`src/rtl/ide_win_pkg.sv`:
```
package ide_win_pkg;
  localparam int unsigned BUS_W = 32;

  typedef enum logic [1:0] {
    SZ_BYTE = 2'd0,
    SZ_HALF = 2'd1,
    SZ_WORD = 2'd2,
    SZ_RSV  = 2'd3
  } acc_size_e;

  typedef enum logic [2:0] {
    K_IDLE,
    K_CTRL,
    K_TFREG,
    K_DP16,
    K_DP32,
    K_ONES
  } acc_kind_e;

  function automatic logic [BUS_W-1:0] ones_for(acc_size_e s);
    case (s)
      SZ_BYTE: ones_for = BUS_W'(8'hFF);
      SZ_HALF: ones_for = BUS_W'(16'hFFFF);
      default: ones_for = '1;
    endcase
  endfunction
endpackage

```
`src/rtl/ide_win_classify.sv`:
```
module ide_win_classify
  import ide_win_pkg::*;
#(
  parameter int unsigned OFF_W    = 3,
  parameter int unsigned CTRL_OFF = 2
) (
  input  logic             req_i,
  input  logic             win_i,
  input  logic [OFF_W-1:0] off_i,
  input  acc_size_e        size_i,
  output acc_kind_e        kind_o
);
  logic aligned;
  assign aligned = (off_i == '0);

  always_comb begin
    kind_o = K_IDLE;
    if (req_i) begin
      if (win_i) begin
        kind_o = (size_i == SZ_BYTE && off_i == OFF_W'(CTRL_OFF)) ? K_CTRL : K_ONES;
      end else begin
        case (size_i)
          SZ_BYTE: kind_o = K_TFREG;
          SZ_HALF: kind_o = aligned ? K_DP16 : K_ONES;
          SZ_WORD: kind_o = aligned ? K_DP32 : K_ONES;
          default: kind_o = K_ONES;
        endcase
      end
    end
  end
endmodule

```
`src/rtl/ide_win_rdmux.sv`:
```
module ide_win_rdmux
  import ide_win_pkg::*;
#(
  parameter int unsigned REG_W = 8
) (
  input  acc_kind_e         kind_i,
  input  acc_size_e         size_i,
  input  logic [REG_W-1:0]  alt_status_i,
  input  logic [REG_W-1:0]  reg_rdata_i,
  input  logic [BUS_W-1:0]  dp_rdata_i,
  output logic [BUS_W-1:0]  rdata_o
);
  localparam int unsigned HALF_W = BUS_W / 2;

  always_comb begin
    case (kind_i)
      K_CTRL:  rdata_o = BUS_W'(alt_status_i);
      K_TFREG: rdata_o = BUS_W'(reg_rdata_i);
      K_DP16:  rdata_o = BUS_W'(dp_rdata_i[HALF_W-1:0]);
      K_DP32:  rdata_o = dp_rdata_i;
      K_ONES:  rdata_o = ones_for(size_i);
      default: rdata_o = '0;
    endcase
  end
endmodule

```
`src/rtl/ide_window_decoder.sv`:
```
module ide_window_decoder
  import ide_win_pkg::*;
#(
  parameter int unsigned OFF_W    = 3,
  parameter int unsigned REG_W    = 8,
  parameter int unsigned CTRL_OFF = 2
) (
  input  logic             clk_i,
  input  logic             rst_ni,
  input  logic             req_i,
  input  logic             we_i,
  input  logic             win_i,
  input  logic [OFF_W-1:0] off_i,
  input  logic [1:0]       size_i,
  input  logic [31:0]      wdata_i,
  output logic [31:0]      rdata_o,
  output logic             reg_rd_o,
  output logic             reg_wr_o,
  output logic [OFF_W-1:0] reg_idx_o,
  output logic [REG_W-1:0] reg_wdata_o,
  input  logic [REG_W-1:0] reg_rdata_i,
  output logic             ctl_rd_o,
  output logic             ctl_wr_o,
  output logic [REG_W-1:0] ctl_wdata_o,
  input  logic [REG_W-1:0] alt_status_i,
  output logic             dp_rd_o,
  output logic             dp_wr_o,
  output logic             dp_wide_o,
  output logic [31:0]      dp_wdata_o,
  input  logic [31:0]      dp_rdata_i,
  output logic             dp_adv_o
);
  localparam int unsigned HALF_W = BUS_W / 2;

  acc_size_e size;
  acc_kind_e kind;
  logic      is_dp;
  logic      dp_adv_q;

  assign size = acc_size_e'(size_i);

  ide_win_classify #(.OFF_W(OFF_W), .CTRL_OFF(CTRL_OFF)) i_classify (
    .req_i  (req_i),
    .win_i  (win_i),
    .off_i  (off_i),
    .size_i (size),
    .kind_o (kind)
  );

  ide_win_rdmux #(.REG_W(REG_W)) i_rdmux (
    .kind_i       (kind),
    .size_i       (size),
    .alt_status_i (alt_status_i),
    .reg_rdata_i  (reg_rdata_i),
    .dp_rdata_i   (dp_rdata_i),
    .rdata_o      (rdata_o)
  );

  assign is_dp       = (kind == K_DP16) || (kind == K_DP32);
  assign reg_rd_o    = (kind == K_TFREG) && !we_i;
  assign reg_wr_o    = (kind == K_TFREG) && we_i;
  assign reg_idx_o   = off_i;
  assign reg_wdata_o = wdata_i[REG_W-1:0];
  assign ctl_rd_o    = (kind == K_CTRL) && !we_i;
  assign ctl_wr_o    = (kind == K_CTRL) && we_i;
  assign ctl_wdata_o = wdata_i[REG_W-1:0];
  assign dp_rd_o     = is_dp && !we_i;
  assign dp_wr_o     = is_dp && we_i;
  assign dp_wide_o   = (kind == K_DP32);
  assign dp_wdata_o  = dp_wide_o ? wdata_i : BUS_W'(wdata_i[HALF_W-1:0]);

  // buffer pointer advance follows each data-port read by one cycle
  always_ff @(posedge clk_i or negedge rst_ni) begin
    if (!rst_ni) dp_adv_q <= 1'b0;
    else         dp_adv_q <= dp_rd_o;
  end
  assign dp_adv_o = dp_adv_q;

  logic [5:0] strobes;
  assign strobes = {reg_rd_o, reg_wr_o, ctl_rd_o, ctl_wr_o, dp_rd_o, dp_wr_o};

  AST_ONE_STROBE: assert property (@(posedge clk_i) disable iff (!rst_ni)
    $onehot0(strobes));
  AST_IDLE_QUIET: assert property (@(posedge clk_i) disable iff (!rst_ni)
    !req_i |-> (strobes == '0 && rdata_o == '0));
  AST_CTRL_SITE: assert property (@(posedge clk_i) disable iff (!rst_ni)
    (ctl_rd_o || ctl_wr_o) |-> (win_i && size_i == 2'd0 && off_i == OFF_W'(CTRL_OFF)));
  AST_CTRL_DROP: assert property (@(posedge clk_i) disable iff (!rst_ni)
    (req_i && win_i && we_i && !(size_i == 2'd0 && off_i == OFF_W'(CTRL_OFF)))
      |-> strobes == '0);
  AST_CTRL_ONES: assert property (@(posedge clk_i) disable iff (!rst_ni)
    (req_i && win_i && !we_i && size_i == 2'd0 && off_i != OFF_W'(CTRL_OFF))
      |-> rdata_o == 32'hFF);
  AST_WIDE_ALIGNED: assert property (@(posedge clk_i) disable iff (!rst_ni)
    (dp_rd_o || dp_wr_o) |-> (!win_i && off_i == '0));
  AST_RSV_SIZE: assert property (@(posedge clk_i) disable iff (!rst_ni)
    (req_i && size_i == 2'd3) |-> (strobes == '0 && (we_i || rdata_o == '1)));
  AST_ADV_AFTER_RD: assert property (@(posedge clk_i) disable iff (!rst_ni)
    dp_rd_o |=> dp_adv_o);
  AST_ADV_CAUSE: assert property (@(posedge clk_i) disable iff (!rst_ni)
    $rose(dp_adv_o) |-> $past(dp_rd_o));
endmodule

```
`config.mk`:
```
export PLATFORM = sky130hd
export DESIGN_NAME = ide_window_decoder
export DESIGN_NICKNAME = d
export VERILOG_FILES = /design/src/rtl/ide_win_pkg.sv /design/src/rtl/ide_win_classify.sv /design/src/rtl/ide_win_rdmux.sv /design/src/rtl/ide_window_decoder.sv
export SDC_FILE = /design/constraint.sdc
export NUM_CORES = 1
export LEC_CHECK = 0
export ABC_CLOCK_PERIOD_IN_PS = 3910
export BUFFER_PORTS_ARGS = -buffer_cell sky130_fd_sc_hd__buf_2
export CORE_AREA = 2 2 69 71
export DETAILED_ROUTE_END_ITERATION = 10
export DIE_AREA = 0 0 71 73
export GPL_TIMING_DRIVEN = 0
export PLACE_DENSITY = 0.77
export REMOVE_ABC_BUFFERS = 1
export SYNTH_ARGS = -nofsm -noshare
export SYNTH_HDL_FRONTEND = slang
export SYNTH_HIERARCHICAL = 1
export SYNTH_SLANG_ARGS = --single-unit
```
`constraint.sdc`:
```
create_clock -name clk_i -period 3.91 [get_ports clk_i]
set_input_delay 0.782 -clock clk_i [delete_from_list [all_inputs] [get_ports clk_i]]
set_output_delay 0.782 -clock clk_i [all_outputs]
set_load 0.01 [all_outputs]
```
# == Word level (Yosys, flattened, before mapping) ==
# Index checks and enable logic that the tools add are counted.
# W data, S select, Z words.
# op_classes
reduce_logical,11
mux,9
n_eq_ne,8
# op_table
operator,n
$pmux W32 S5,1
$pmux W32 S2,1
$mux W32,1
$mux W3,4
$eq A3 B2 Y1 const B,3
$pmux W3 S3,1
$logic_and A1 B1 Y1,7
$eq A3 B3 Y1 const B,2
$eq A3 B1 Y1 const B,1
$logic_not A3 Y1,1
$eq A2 B1 Y1 const B,1
$eq A2 B2 Y1 const B,1
$logic_not A2 Y1,1
$logic_not A1 Y1,1
$logic_or A1 B1 Y1,1
$mux W1,1
# word_totals
reg_bits,1
output_inout_bits,91
input_bits,90

# == Depth between registers and ports, before layout ==
# Gate-level depths: netlist of the first run.
# depth
word_depth,8
ltp_mapped,7
depth_no_buf,5

# == By module ==
# Netlist of the first run, hierarchy kept.
# modules_own_cells
mod,area_each_um2,cells_each,n_inst
ide_win_rdmux,732.0,108,1
ide_window_decoder,475.5,62,1
ide_win_classify,62.6,10,1

# == Least setup slack after synthesis of the first run ==
# No wires, ideal clock.
# synth_path
path_kind,input-to-output
start,input port off_i[1]
end,output port rdata_o[11]
cell_stages,7
setup_slack_ns,1.124
arrival_time_ns,2.004
path_buffers,3
cell_sequence,mux2i_1 -> a21oi_1 -> buf_2 -> nand2b_4 -> buf_6 -> buf_6 -> o31ai_2
# synth_between
elab_chain_cells,7
word_cells_on_any_way,15
cone_classes,eq/ne (6); mux (7); reduce/logical (2)
# synth_lines
element,line_no,source
from (decl),ide_window_decoder.sv:13,"input logic [OFF_W-1:0] off_i,"
$logic_not A3 Y1 / $eq A3 B2 Y1 (equally long branches),"ide_win_classify.sv:14, ide_win_classify.sv:20",
$mux W3 / $logic_and A1 B1 Y1 (equally long branches),"ide_win_classify.sv:24, ide_win_classify.sv:20",
$pmux W3 S3 / $mux W3 (equally long branches),"ide_win_classify.sv:22, ide_win_classify.sv:20",
$mux W3 *,ide_win_classify.sv:19,if (win_i) begin
$mux W3 *,ide_win_classify.sv:18,if (req_i) begin
named net kind[2],ide_window_decoder.sv:36,acc_kind_e kind;
"$eq A3 B3 Y1, or another cell as far along",ide_win_rdmux.sv:16,case (kind_i)
$pmux W32 S5 *,ide_win_rdmux.sv:16,
to (decl),ide_window_decoder.sv:16,"output logic [31:0] rdata_o,"
# Mark *: on every way through the listed nets, which the timed path passes. The rest lies on a longest branch.

# == Final worst setup path of the first run ==
# layout_path
start,input port off_i[1]
end,output port dp_wdata_o[27]
# layout_between
elab_chain_cells,7
word_cells_on_any_way,11
cone_classes,eq/ne (2); mux (7); reduce/logical (2)
# layout_lines
element,line_no,source
$logic_not A3 Y1,ide_win_classify.sv:14,assign aligned = (off_i == '0);
$mux W1,ide_win_classify.sv:25,SZ_WORD: kind_o = aligned ? K_DP32 : K_ONES;
$pmux W3 S3,ide_win_classify.sv:22,case (size_i)
$mux W3,ide_win_classify.sv:19,
$mux W3,ide_win_classify.sv:18,
named net kind[0],ide_window_decoder.sv:36,
$eq A3 B3 Y1,ide_window_decoder.sv:69,assign dp_wide_o = (kind == K_DP32);
$mux W32,ide_window_decoder.sv:70,assign dp_wdata_o = dp_wide_o ? wdata_i : BUS_W'(wdata_i[HALF_W-1:0]);
to (decl),ide_window_decoder.sv:29,"output logic [31:0] dp_wdata_o,"
# The timed path passes the listed nets, and every way through them passes these cells.

==> results of run 1 <==
-- cell families after synthesis --
| kind of cell | Yosys count |
|---|---|
| AO/OA/AOI/OAI | 39 |
| buffers and inverters | 52 |
| flip-flops | 1 |
| multiplexers | 9 |
| AND/OR/NAND/NOR | 79 |
-- final timing paths --
| check | end | slack (ps) | cells past startpoint |
|---|---|---|---|
| setup / recovery | dp_wdata_o[27] | 260 | 7 |
| hold / removal | dp_adv_o | 560 | 1 |
| max in group asynchronous | dp_adv_o | 3270 | 1 |
| min in group clk_i | dp_adv_o | 1030 | 2 |
-- final cells by class --
| class | count | area, um^2 | area share, % |
|---|---|---|---|
| timing repair buffer | 133 | 676 | 40.6 |
| inverter | 1 | 5.00 | 0.301 |
| tap | 54 | 67.6 | 4.06 |
| multi-input combinational | 127 | 890 | 53.5 |
| sequential | 1 | 25.0 | 1.50 |
-- placed cells by master (no fill, tap or decap), types with 2 or more instances in the layout --
cell type    n
a21oi_1     17
and2_1      16
buf_2      132
mux2i_1      9
nand2b_1    18
nand3b_1     9
nand4b_1     8
nor2_1      17
nor4b_1      2
o221ai_1     8
o31ai_1      6
o31ai_2      4
-- power by group through the flow --
stage	Clock, mW	Combinational (mW)	Sequential [mW]
detailed placement	0	0.211	0.0112
floorplan	0	0.111	0.0115
global route	0	0.232	0.0112
finish	0	0.210	0.0111
global placement	0	0.205	0.0112
CTS	0	0.212	0.0112
-- metal layers --
layer	global-route usage (%)	wire length [um]	part of all wire, %
met3	8.56	698	16
met5	6.06	0	0
met1	15.9	1610	38
met4	0	0	0
met2	24.0	1950	46
-- repair_timing --
action,CTS,global route
setup endpoints to repair,44,0
hold buffers,0,0
resized for setup,1,0
-- stage by stage --
| stage | utilization (%) | worst slack (ps) |
|---|---|---|
| 2_1_floorplan | - | 342 |
| 5_1_grt | 36.7 | 98.1 |
| 6_report | 36.7 | 259 |
| 3_5_place_dp | 36.6 | -240 |
| 3_3_place_gp | 36.2 | -531 |
| 4_1_cts | 36.7 | 224 |
==> qor.yml, run 1 <==
run_status:
  outcome: "complete, no violations"
power_and_ir_drop:
  switching_share_pct: 49.7
  internal_power_mw: 0.111
  powerDensity_mw_per_mm2: 133
  leakagePower_nw: 0.912
  netSwitchingPower_mw: 0.110
  power_mw: 0.221
  seqPwrFrac_pct: 5.0
  clkPwrFrac_pct: 0
  comb_power_share_pct: 95.0
  ir_worst_vdd_v: 0.0000874
critical_path:
  crit_path_start: "off_i[1]"
  cpMostUsedCell: "buf_2"
  worstSetupPathType: "in2out"
  slowest_stage: "or3b_4"
  required_ps: 3130
  crit_path_cell_trace: "buf_2 -> o311ai_1 -> nand2_2 -> or3b_4 -> clkinv_2 -> and2_1 -> buf_2"
  worstPathArrival_ps: 2870
  worstPathMaxFanout: 49
  critPathMaxStageDelay_ps: 610
  crit_buf_inv: 3
  critPathCaptureType: "output port"
  crit_path_start_kind: "input port"
  cp_top_family: "simple AND/OR/NAND/NOR gates"
floorplanning:
  ioPinCount: 181
  die-area_mm2: 0.00518
  chipHeight_um: 73
  die_x_um: 71
  coreArea_mm2: 0.00454
  start_util_pct: 28.0
  num_rows: 25
detailed_routing:
  post_drt_via_cell_ratio: 5.04
  drtAntennaViolNets: 0
  first_pass_iters: 5
  drt-initial-drc-count: 45
  detail_route.wirelength_um: 4260
  wl_per_cell_um: 13.5
  num_vias: 1592
  route.detailed.drc: 0
synth:
  avgSynthCellArea_um2: 7.06
  ys.flop_type: "dfrtp_1"
  yosys-top-cells-count: "buf_4, a21oi_1, nand2b_1"
  synthAdderAreaFrac_pct: 0
  synth.area.top_cells: "buf_4, nand2b_1, and2_1"
  synth_top_family_by_area: "simple AND/OR/NAND/NOR gates"
  synth_top_area_share_pct: 21.3
  synth_largest_area_cell: "buf_4"
  synth_area_mm2: 0.00127
  synthSimpleGateAreaFrac_pct: 40.7
  yosys-mux-area-fraction_pct: 7.09
  synth_most_common_cell: "buf_4"
  synth_cell_types: 29
  yosys_register_bits: 1
  yosysSeqAreaShare_pct: 1.97
  synth-edff-count: 0
  netlist_instances: 180
  async_reset_ff_share_pct: 100
  synth-compound-area-share_pct: 21.8
  yosys_warnings: 6
  synthXorXnorAreaFrac_pct: 0
global_routing:
  antenna_found_initial: 0
  grt_max_degree: 50
  grt.total_usage_pct: 14.2
  grt_pass1_wl_um: 6130
  overflow: 0
  grt_pass1_vias: 1318
finish:
  n_antenna_cell: 0
  stdcell_count: 316
  largest_register_ffs: 1
  postLayoutCellArea_mm2: 0.00166
  drive_gt1_share_pct: 55.0
  nets: 354
  area_delta_synth_final_pct: 30.9
  nFillCells: 489
sta:
  slew_headroom_pct: 42.6
  worst_slew_pin_slew_ps: 858
  maxSlewViolCount: 0
  fmax_mhz: 274
  finalCriticalPeriod_ps: 3650
  rsz0062_at_grt: "false"
  setup_violations: 0
  period_share_pct: 93.4
  whs_ps: 557
  fin_setup_tns_ps: 0
  hold_violations: 0
placement:
  dp.cells: 316
  gp_congestion: 0.653
  dpl_cell_area_mm2: 0.00166
  hpwlAfterDp_um: 3390
  portBuffers: 132
clocking:
  post_cts_buffers: 0
  clkSlewWorstSetupHoldPaths_ps: 0
min_path:
  hold_class: "in2async"
flow_run:
  max-cap-violations: 0
(Power assumes the default switching activity.)
==> run 2, diff against run 1 <==
Settings changed: ABC_AREA from default to 1, CORE_AREA 2 2 69 71 to 2 2 70 72, DIE_AREA 0 0 71 73 to 0 0 72 74, PLACE_DENSITY 0.77 to 0.74.
==> run 2 against run 1 <==
Compared with the run above:
- die area up 2.8%
- synthesized cell count is 26% higher
- wire length decreased by 7.5%
- worst hold slack is essentially flat
- setup slack better by 180 ps
- power fell by 11%
==> qor.yml, run 2 <==
power_and_ir_drop:
  ir_worst_vdd_v: 0.0000421
  seqPwrFrac_pct: 5.7
  leakagePower_nw: 1.19
  netSwitchingPower_mw: 0.105
  powerDensity_mw_per_mm2: 122
  clkPwrFrac_pct: 0
  comb_power_share_pct: 94.3
  switching_share_pct: 53.3
  internal_power_mw: 0.0923
sta:
  maxSlewViolCount: 0
  hold_violations: 0
  period_share_pct: 88.7
  slew_headroom_pct: 43.5
  rsz0062_at_grt: "false"
  finalCriticalPeriod_ps: 3470
  fmax_mhz: 288
  whs_ps: 557
  setup_violations: 0
  fin_setup_tns_ps: 0
  worst_slew_pin_slew_ps: 847
detailed_routing:
  wl_per_cell_um: 10.6
  route.detailed.drc: 0
  wl_met1_um: 1430
  met2_length_um: 1740
  drt-initial-drc-count: 14
  post_drt_via_cell_ratio: 4.12
  drtAntennaViolNets: 0
  num_vias: 1531
  detail_route.wirelength_um: 3940
  highest_layer: "met3"
  first_pass_iters: 4
  wl_met3_um: 767
critical_path:
  critPathMaxStageDelay_ps: 670
  required_ps: 3130
  crit_path_start_kind: "input port"
  worstSetupPathType: "in2out"
  worstPathMaxFanout: 17
  slowest_stage: "nor2_2"
  critPathCaptureType: "output port"
  cpMostUsedCell: "nand2_1"
  worstPathArrival_ps: 2690
  crit_path_cell_trace: "buf_2 -> nor2_1 -> nand3_1 -> nand2_1 -> nor2_2 -> nand3_4 -> nand2_4 -> nand2_1 -> nand2_1 -> buf_2"
  crit_buf_inv: 2
  cp_top_family: "simple AND/OR/NAND/NOR gates"
  crit_path_start: "size_i[1]"
finish:
  largest_register_ffs: 1
  nFillCells: 529
  drive_gt1_share_pct: 52.5
  final_cell_mix: "buf_2, nor2_1, inv_1"
  area_delta_synth_final_pct: 34.9
  n_antenna_cell: 0
  final_common_cell: "buf_2"
  nets: 410
  postLayoutCellArea_mm2: 0.00162
  stdcell_count: 372
  final_util_pct: 35.2
min_path:
  hold_class: "in2async"
placement:
  gp_congestion: 0.735
  dpl_cell_area_mm2: 0.00162
  dp.cells: 372
  hpwlAfterDp_um: 3420
  portBuffers: 132
global_routing:
  grt_pass1_wl_um: 5380
  grt_max_degree: 18
  overflow: 0
  grt_pass1_vias: 1191
  grt.total_usage_pct: 12.6
  antenna_found_initial: 0
flow_run:
  max-cap-violations: 0
run_status:
  outcome: "complete, no violations"
clocking:
  clkSlewWorstSetupHoldPaths_ps: 0
synth:
  synth_most_common_cell: "nor2_1"
  synth_area_mm2: 0.00120
  avgSynthCellArea_um2: 5.31
  yosys-top-cells-count: "nor2_1, inv_1, nand2_1"
  synthSimpleGateAreaFrac_pct: 43.1
  synth_top_family_by_area: "simple AND/OR/NAND/NOR gates"
  synth_cell_types: 19
  ys.flop_type: "dfrtp_1"
  synth_largest_area_cell: "buf_4"
  synth-edff-count: 0
  synth-compound-area-share_pct: 12.3
  synth_top_area_share_pct: 22.5
  synthAdderAreaFrac_pct: 0
  yosysSeqAreaShare_pct: 2.08
  synth.area.top_cells: "buf_4, nor2_1, inv_1"
  async_reset_ff_share_pct: 100
  synthXorXnorAreaFrac_pct: 0
  netlist_instances: 226
  yosys-mux-area-fraction_pct: 0
  yosys_warnings: 6
  yosys_register_bits: 1
floorplanning:
  die_x_um: 72
  ioPinCount: 181
  start_util_pct: 26.1
  die-area_mm2: 0.00533
  coreArea_mm2: 0.00460
  chipHeight_um: 74
  num_rows: 25
-- run 2: changes by cell type after synthesis, moves of 9 or more --
cell / previous run / this run
a21oi_1: 18 / 1
inv_1: 0 / 47
nand2_1: 2 / 39
and2_1: 16 / 0
mux2i_1: 9 / 0
o21ai_2: 0 / 10
nand3b_1: 9 / 0
nor2_2: 0 / 10
nor2_1: 17 / 51
nand2b_1: 18 / 0
-- run 2: per-layer routing --
layer	vias up	global-route usage (%)
met5	-	5.56
met4	0	0.839
met3	0	8.67
met2	120	21.8
met1	610	13.0
li1	801	-
-- run 2: kinds of logic (layout without fill, tap and decap cells) --
kind of cell | after synthesis | after routing
buffers and inverters | 93 | 185
AOI/OAI and AO/OA | 20 | 20
DFF | 1 | 1
and+or+nand+nor | 112 | 112
-- run 2: how the worst max path moves through the flow --
stage,end,depth (start not counted)
after floorplan,rdata_o[0],9
after global placement,rdata_o[14],10
after detailed placement,rdata_o[4],9
after CTS,rdata_o[4],10
after global routing,rdata_o[14],10
final,rdata_o[14],10
-- run 2: stage by stage --
| stage | total power [mW] | setup slack, ps |
|---|---|---|
| detailed placement | 0.200 | -63.8 |
| CTS | 0.201 | 385 |
| global placement | 0.197 | -30.9 |
| floorplan | 0.110 | 712 |
| global route | 0.221 | 196 |
| finish | 0.198 | 441 |
-- run 2: timing repair --
| item | CTS | global route |
|---|---|---|
| setup endpoints to repair | 16 | 0 |
| resized for setup | 1 | 0 |
| setup buffers | 0 | 0 |
| hold buffers | 0 | 0 |
| endpoints found under the hold margin | 0 | 0 |
-- run 2: power groups by stage --
stage / Clock (mW) / Combinational [mW] / Sequential, mW
6_report: 0 / 0.186 / 0.0113
2_1_floorplan: 0 / 0.0985 / 0.0117
4_1_cts: 0 / 0.189 / 0.0113
5_1_grt: 0 / 0.209 / 0.0114
3_5_place_dp: 0 / 0.189 / 0.0113
3_3_place_gp: 0 / 0.186 / 0.0113
-- run 2: cell type report --
| cell class | instances | area, um^2 | share of cell area (%) |
|---|---|---|---|
| Tap cell | 54 | 67.6 | 4.17 |
| Inverter | 53 | 199 | 12.3 |
| Multi-Input combinational cell | 132 | 668 | 41.2 |
| Timing Repair Buffer | 132 | 661 | 40.8 |
| Sequential cell | 1 | 25.0 | 1.54 |
